**src/rtl/recip_est_pkg.sv**
```systemverilog
// Package: shared widths, class thresholds, operand class type and the
// two interpolation tables (start value and per-step slope).
// Assumes IEEE-754 binary64 layout: sign 63, exponent 62..52, fraction 51..0.
package recip_est_pkg;
    parameter int DW       = 64;
    parameter int EXP_W    = 11;
    parameter int FRAC_W   = 52;
    parameter int IDX_W    = 5;
    parameter int STEP_W   = 10;
    parameter int SEED_W   = 23;
    parameter int SLOPE_W  = 10;
    localparam int KEY_W   = IDX_W + STEP_W;
    localparam int LOW_W   = FRAC_W - SEED_W;
    localparam int PROD_W  = SLOPE_W + STEP_W + 1;

    parameter logic [EXP_W-1:0] EXP_TINY_LIM = 11'd895;
    parameter logic [EXP_W-1:0] EXP_HUGE_LIM = 11'd1149;
    parameter logic [EXP_W-1:0] EXP_BIAS_SUM = 11'h7FD;
    parameter logic [DW-2:0]    SAT_MAG      = 63'h47EF_FFFF_E000_0000;

    typedef enum logic [2:0] {
        OPC_ZERO, OPC_INF, OPC_NAN, OPC_TINY, OPC_HUGE, OPC_NORM
    } opclass_t;

    // Start value of the interpolation segment selected by idx.
    function automatic logic [SEED_W-1:0] seg_start(input logic [IDX_W-1:0] idx);
        case (idx)
            5'd0:  seg_start = 23'h7FF800;  5'd1:  seg_start = 23'h783800;
            5'd2:  seg_start = 23'h70EA00;  5'd3:  seg_start = 23'h6A0800;
            5'd4:  seg_start = 23'h638800;  5'd5:  seg_start = 23'h5D6200;
            5'd6:  seg_start = 23'h579000;  5'd7:  seg_start = 23'h520800;
            5'd8:  seg_start = 23'h4CC800;  5'd9:  seg_start = 23'h47CA00;
            5'd10: seg_start = 23'h430800;  5'd11: seg_start = 23'h3E8000;
            5'd12: seg_start = 23'h3A2C00;  5'd13: seg_start = 23'h360800;
            5'd14: seg_start = 23'h321400;  5'd15: seg_start = 23'h2E4A00;
            5'd16: seg_start = 23'h2AA800;  5'd17: seg_start = 23'h272C00;
            5'd18: seg_start = 23'h23D600;  5'd19: seg_start = 23'h209E00;
            5'd20: seg_start = 23'h1D8800;  5'd21: seg_start = 23'h1A9000;
            5'd22: seg_start = 23'h17AE00;  5'd23: seg_start = 23'h14F800;
            5'd24: seg_start = 23'h124400;  5'd25: seg_start = 23'h0FBE00;
            5'd26: seg_start = 23'h0D3800;  5'd27: seg_start = 23'h0ADE00;
            5'd28: seg_start = 23'h088400;  5'd29: seg_start = 23'h065000;
            5'd30: seg_start = 23'h041C00;  default: seg_start = 23'h020C00;
        endcase
    endfunction

    // Per-step slope of the interpolation segment selected by idx.
    function automatic logic [SLOPE_W-1:0] seg_slope(input logic [IDX_W-1:0] idx);
        case (idx)
            5'd0:  seg_slope = 10'h3E1;  5'd1:  seg_slope = 10'h3A7;
            5'd2:  seg_slope = 10'h371;  5'd3:  seg_slope = 10'h340;
            5'd4:  seg_slope = 10'h313;  5'd5:  seg_slope = 10'h2EA;
            5'd6:  seg_slope = 10'h2C4;  5'd7:  seg_slope = 10'h2A0;
            5'd8:  seg_slope = 10'h27F;  5'd9:  seg_slope = 10'h261;
            5'd10: seg_slope = 10'h245;  5'd11: seg_slope = 10'h22A;
            5'd12: seg_slope = 10'h212;  5'd13: seg_slope = 10'h1FB;
            5'd14: seg_slope = 10'h1E5;  5'd15: seg_slope = 10'h1D1;
            5'd16: seg_slope = 10'h1BE;  5'd17: seg_slope = 10'h1AC;
            5'd18: seg_slope = 10'h19B;  5'd19: seg_slope = 10'h18B;
            5'd20: seg_slope = 10'h17C;  5'd21: seg_slope = 10'h16E;
            5'd22: seg_slope = 10'h15B;  5'd23: seg_slope = 10'h15B;
            5'd24: seg_slope = 10'h143;  5'd25: seg_slope = 10'h143;
            5'd26: seg_slope = 10'h12D;  5'd27: seg_slope = 10'h12D;
            5'd28: seg_slope = 10'h11A;  5'd29: seg_slope = 10'h11A;
            5'd30: seg_slope = 10'h108;  default: seg_slope = 10'h106;
        endcase
    endfunction
endpackage

```
**src/rtl/recip_est_classify.sv**
```systemverilog
// Module: recip_est_classify
// Sorts a double-precision operand into one class, resolving overlaps in
// fixed priority: zero, infinity/NaN, small exponent, large exponent, ordinary.
// Assumes: purely combinational; fields taken from the standard binary64 layout.
module recip_est_classify
    import recip_est_pkg::*;
(
    input  logic [EXP_W-1:0]  exp_i,
    input  logic [FRAC_W-1:0] frac_i,
    output opclass_t          cls_o
);
    logic exp_zero, exp_ones, frac_zero;

    // Field predicates.
    always_comb begin
        exp_zero  = (exp_i == '0);
        exp_ones  = (exp_i == '1);
        frac_zero = (frac_i == '0);
    end

    // Priority resolution of the operand class.
    always_comb begin
        if (exp_zero && frac_zero)       cls_o = OPC_ZERO;
        else if (exp_ones && frac_zero)  cls_o = OPC_INF;
        else if (exp_ones)               cls_o = OPC_NAN;
        else if (exp_i < EXP_TINY_LIM)   cls_o = OPC_TINY;
        else if (exp_i >= EXP_HUGE_LIM)  cls_o = OPC_HUGE;
        else                             cls_o = OPC_NORM;
    end
endmodule

```
**src/rtl/recip_est_interp.sv**
```systemverilog
// Module: recip_est_interp
// Builds the estimate's upper fraction bits by linear interpolation:
// start[idx] - floor((slope[idx]*step + 1)/2).
// Assumes: key_i is fraction bits 51..37, with idx in the top IDX_W bits;
// the tables never let the result go negative.
module recip_est_interp
    import recip_est_pkg::*;
(
    input  logic [KEY_W-1:0]  key_i,
    output logic [SEED_W-1:0] seed_o
);
    logic [IDX_W-1:0]   idx;
    logic [STEP_W-1:0]  step;
    logic [PROD_W-1:0]  prod;
    logic [PROD_W-1:0]  half;

    // Split the key into segment index and step count.
    always_comb begin
        idx  = key_i[KEY_W-1 -: IDX_W];
        step = key_i[STEP_W-1:0];
    end

    // Rounded half-product, subtracted from the segment start value.
    always_comb begin
        prod   = PROD_W'(seg_slope(idx)) * PROD_W'(step) + PROD_W'(1);
        half   = prod >> 1;
        seed_o = seg_start(idx) - SEED_W'(half);
    end
endmodule

```
**src/rtl/recip_est_unit.sv**
```systemverilog
// Module: recip_est_unit (top)
// Reciprocal estimate of a binary64 operand with one output register stage.
// Assumes: synchronous active-low reset; an operand is accepted in every
// cycle where in_valid is high, with no back-pressure.
module recip_est_unit
    import recip_est_pkg::*;
(
    input  logic          clk,
    input  logic          rst_n,
    input  logic          in_valid,
    input  logic [DW-1:0] in_val,
    output logic          out_valid,
    output logic [DW-1:0] out_val,
    output logic          out_dz
);
    logic              sgn;
    logic [EXP_W-1:0]  exp_in;
    logic [FRAC_W-1:0] frac_in;
    opclass_t          cls;
    logic [SEED_W-1:0] seed;
    logic [EXP_W-1:0]  exp_res;
    logic [DW-1:0]     res_d;

    // Field extraction from the operand.
    always_comb begin
        sgn     = in_val[DW-1];
        exp_in  = in_val[DW-2 -: EXP_W];
        frac_in = in_val[FRAC_W-1:0];
    end

    recip_est_classify u_cls (
        .exp_i  (exp_in),
        .frac_i (frac_in),
        .cls_o  (cls)
    );

    recip_est_interp u_interp (
        .key_i  (frac_in[FRAC_W-1 -: KEY_W]),
        .seed_o (seed)
    );

    // Result selection per operand class.
    always_comb begin
        exp_res = EXP_BIAS_SUM - exp_in;
        case (cls)
            OPC_ZERO: res_d = {sgn, {EXP_W{1'b1}}, {FRAC_W{1'b0}}};
            OPC_INF:  res_d = {sgn, {(DW-1){1'b0}}};
            OPC_NAN:  res_d = in_val | (DW'(1) << (FRAC_W-1));
            OPC_TINY: res_d = {sgn, SAT_MAG};
            OPC_HUGE: res_d = {sgn, {(DW-1){1'b0}}};
            default:  res_d = {sgn, exp_res, seed, {LOW_W{1'b0}}};
        endcase
    end

    // Output register stage.
    always_ff @(posedge clk) begin
        if (!rst_n) begin
            out_valid <= 1'b0;
            out_val   <= '0;
            out_dz    <= 1'b0;
        end else begin
            out_valid <= in_valid;
            if (in_valid) begin
                out_val <= res_d;
                out_dz  <= (cls == OPC_ZERO);
            end else begin
                out_dz  <= 1'b0;
            end
        end
    end

    AST_VALID_FOLLOWS: assert property (@(posedge clk) disable iff (!rst_n)
        out_valid == $past(in_valid));
    AST_SIGN_KEPT: assert property (@(posedge clk) disable iff (!rst_n)
        out_valid |-> out_val[DW-1] == $past(in_val[DW-1]));
    AST_DZ_IS_INF: assert property (@(posedge clk) disable iff (!rst_n)
        out_dz |-> (out_val[DW-2:0] == {{EXP_W{1'b1}}, {FRAC_W{1'b0}}}));
    AST_DZ_QUALIFIED: assert property (@(posedge clk) disable iff (!rst_n)
        out_dz |-> out_valid);
    AST_DZ_ZERO_IN: assert property (@(posedge clk) disable iff (!rst_n)
        out_dz |-> $past(in_val[DW-2:0]) == '0);
endmodule

```
**config.mk**
```make
export PLATFORM = sky130hd
export DESIGN_NAME = recip_est_unit
export DESIGN_NICKNAME = d
export VERILOG_FILES = /design/src/rtl/recip_est_pkg.sv /design/src/rtl/recip_est_classify.sv /design/src/rtl/recip_est_interp.sv /design/src/rtl/recip_est_unit.sv
export SDC_FILE = /design/constraint.sdc
export NUM_CORES = 1
export LEC_CHECK = 0
export ABC_AREA = 1
export BUFFER_PORTS_ARGS = -buffer_cell sky130_fd_sc_hd__buf_4
export CAP_MARGIN = 40
export CORE_MARGIN = 2
export CORE_UTILIZATION = 64
export CTS_CLUSTER_SIZE = 24
export DETAILED_ROUTE_END_ITERATION = 8
export HOLD_SLACK_MARGIN = 0.12
export PLACE_DENSITY = 0.95
export SETUP_SLACK_MARGIN = 0.5
export SYNTH_ARGS = -nofsm -noshare
export SYNTH_HDL_FRONTEND = slang
export SYNTH_HIERARCHICAL = 1
export SYNTH_SLANG_ARGS = --single-unit
```
**constraint.sdc**
```tcl
create_clock -name clk -period 16.9 [get_ports clk]
set_input_delay 2.535 -clock clk [delete_from_list [all_inputs] [get_ports clk]]
set_output_delay 2.535 -clock clk [all_outputs]
set_load 0.005 [all_outputs]
```
==> flow_metrics.env <==
export IMPL_status="completed"
export IMPL_dp_hpwl_um=22200
export IMPL_grt_busiest_layer="met2"
export IMPL_period_share=0.583
export IMPL_endpoint_kind="flip-flop"
export IMPL_hp_class="reg2reg"
export IMPL_core_area_sq_um=13800
export IMPL_dieArea_sq_um=15000
export IMPL_grtUsageMet3=0.0748
export IMPL_ios=133
export IMPL_dr_total_vias=9715
export IMPL_crit_type="in2reg"
export IMPL_start_util=0.651
export IMPL_io_buffer_count=132
export IMPL_postCtsHoldBufs=0
export IMPL_wl_per_cell_um=17.1
export IMPL_synth_seq_cells=66
export IMPL_finalSetupViolations=0
export IMPL_layout_cells_non_filler=1637
export IMPL_crit_path_frequent_cell="nand2_1"
export IMPL_grt_pass1_vias=9057
export IMPL_rows=43
export IMPL_synth_top_area_share=0.147
export IMPL_syn_inst=1349
export IMPL_layout_nets=1667
export IMPL_post_cts_buffers=0
export IMPL_startpoint_type="input pin"
export IMPL_crit_required_ns=17.16
export IMPL_rsz0062_at_grt="false"
export IMPL_viasPerCell=5.93
export IMPL_worstMarginPinSlew_ns=0.833
export IMPL_clk_latency_ns=0.33
export IMPL_fmax_ghz=0.101
export IMPL_yosys_area_top_type="dfxtp_1"
export IMPL_reg2reg_from="out_val[13]"
export IMPL_use_met2=0.643
export IMPL_drt_iter0_markers=1176
export IMPL_timing_critical_path_arrival_ns=10.12
export IMPL_cts_sinks=66
export IMPL_ys_types=57
export IMPL_die_w_um=122
export IMPL_setup_tns_final_ns=0
export IMPL_hold_viol=0
export IMPL_dp_cells=1622
export IMPL_cts_buffers=9
export IMPL_antenna_found_initial=0
export IMPL_fillCellCount=1076
export IMPL_yosys_warnings=6
export IMPL_async_flop_share=0
export IMPL_clkTransAtPathRegs_ns=0.06
export IMPL_multiInputGateArea_sq_um=6680
export IMPL_cts_tree="yes"
export IMPL_die_h_um=122
export IMPL_synth_edff_count=0
export IMPL_synth_area_per_cell_sq_um=6.65
export IMPL_ys_flop_type="dfxtp_1"
export IMPL_worstSetupStartpoint="in_val[48]"
export IMPL_grt_use_met1=0.450
export IMPL_placed_area_sq_um=9980
export IMPL_diodes=0
export IMPL_cts_resized=0
export IMPL_holdCritStartpoint="out_val[2]"
export IMPL_gp_congestion=1.03
export IMPL_slowest_delay_ns=0.55
export IMPL_ys_seq_area_frac=0.147
export IMPL_drive_gt1_frac=0.146
export IMPL_grt_start_max_net_pins=102
export IMPL_maxSlewViolCount=0
export IMPL_final_core_util=0.746
export IMPL_htree_levels=3
export IMPL_maxCapViolCount=0
export IMPL_first_pass_iters=7
export IMPL_grt_overflow_total=0
export IMPL_regArea_sq_um=1320
export IMPL_critPathSlowestCell="fa_1"
export IMPL_skew_ns=0
export IMPL_drtAntennaViolNets=0
export IMPL_synth_fp_nets=1563
export IMPL_area_growth_pct=14.6
export IMPL_finalCriticalPeriod_ns=9.86
export IMPL_drc_errors=0
export IMPL_max_slew_margin=0.445
export IMPL_grt_pass1_wl_um=43900
export IMPL_synth_area_leaders="dfxtp_1 15%, fa_1 14%, nand2_1 13%, ha_1 12%, inv_1 8.0%"
export IMPL_synth_area_sq_um=8970
export IMPL_clk_path_buf_depth=2
export IMPL_design_area_sq_um=10300
export IMPL_worstPathMaxFanout=13
export IMPL_grt_use_total=0.372
export IMPL_finalWirelength_um=28000
export IMPL_ctsRootBufferMaster="clkbuf_16"
[kinds of logic (layout without fill, tap and decap cells)]
family,count (synthesis),count (layout),share of synthesized area
simple gates,623,623,0.310
compound gates,254,254,0.157
buf+inv,240,348,0.107
fa+ha+maj,147,147,0.258
flops,66,66,0.147
xor+xnor,19,19,0.0202
[synthesized netlist by cell type, types with 7 or more instances]
master    number
nand2_1      307
inv_1        190
nor2_1       179
o21ai_0       97
a21oi_1       88
ha_1          84
dfxtp_1       66
fa_1          63
nand3_1       50
a31oi_1       26
nand4_1       19
nand2_2       16
clkbuf_1      15
buf_2         12
xor2_1        10
inv_2          9
nand3_2        8
nor3_1         8
nand2_4        7
xnor2_1        7
[final timing paths]
path / to / slack, ns / depth (start not counted)
max: out_val[51] / 7.04 / 43
min: out_val[2] / 0.53 / 2
max reg2reg: out_val[13] / 16.13 / 2
min reg2reg: out_val[2] / 0.53 / 2
[critical path: cells and delay by family]
kind | cells | cell delay, ns
buffers and inverters | 10 | 0.90
and+or+nand+nor | 20 | 2.13
AOI/OAI and AO/OA | 5 | 0.88
adders and majority gates | 8 | 3.66
[cell usage in the layout (no fill, tap or decap), types with 7 or more instances in the layout]
cell type	instances
nand3_2	8
xnor2_1	7
nand2_4	7
a31oi_1	26
fa_1	63
nand2_1	307
nand4_1	19
clkbuf_16	9
ha_1	84
o21ai_0	97
nand3_1	50
inv_1	190
nor2_1	179
dfxtp_1	66
a21oi_1	88
nand2_2	16
xor2_1	10
inv_2	9
nor3_1	8
buf_4	134
[routing by layer]
metal | share of wire | vias up
met1 | 0.38 | 4482
met4 | 0.042 | 0
met3 | 0.091 | 113
met5 | 0 | -
li1 | - | 4548
met2 | 0.48 | 572
[cell type report]
cell class,count,share of cell area
Timing Repair Buffer,134,0.0979
Clock inverter,5,0.00536
Inverter,199,0.0727
Multi-Input combinational cell,1043,0.650
Sequential cell,66,0.129
Tap cell,180,0.0219
Clock buffer,10,0.0233
[sequential cells by signal, summed over array words and instances, names as in the netlist]
name	cells
out_val	64
out_valid	1
out_dz	1
[through the flow]
stage | hold WS (ns) | setup WS (ns)
2_1_floorplan | 0.487 | 7.80
3_3_place_gp | 0.478 | 7.00
3_5_place_dp | 0.503 | 6.84
4_1_cts | 0.531 | 7.16
5_1_grt | 0.574 | 6.53
6_report | 0.530 | 7.04
Power is not shown: default switching activity piles up to over one toggle a cycle in this logic, so the estimate is an artifact.
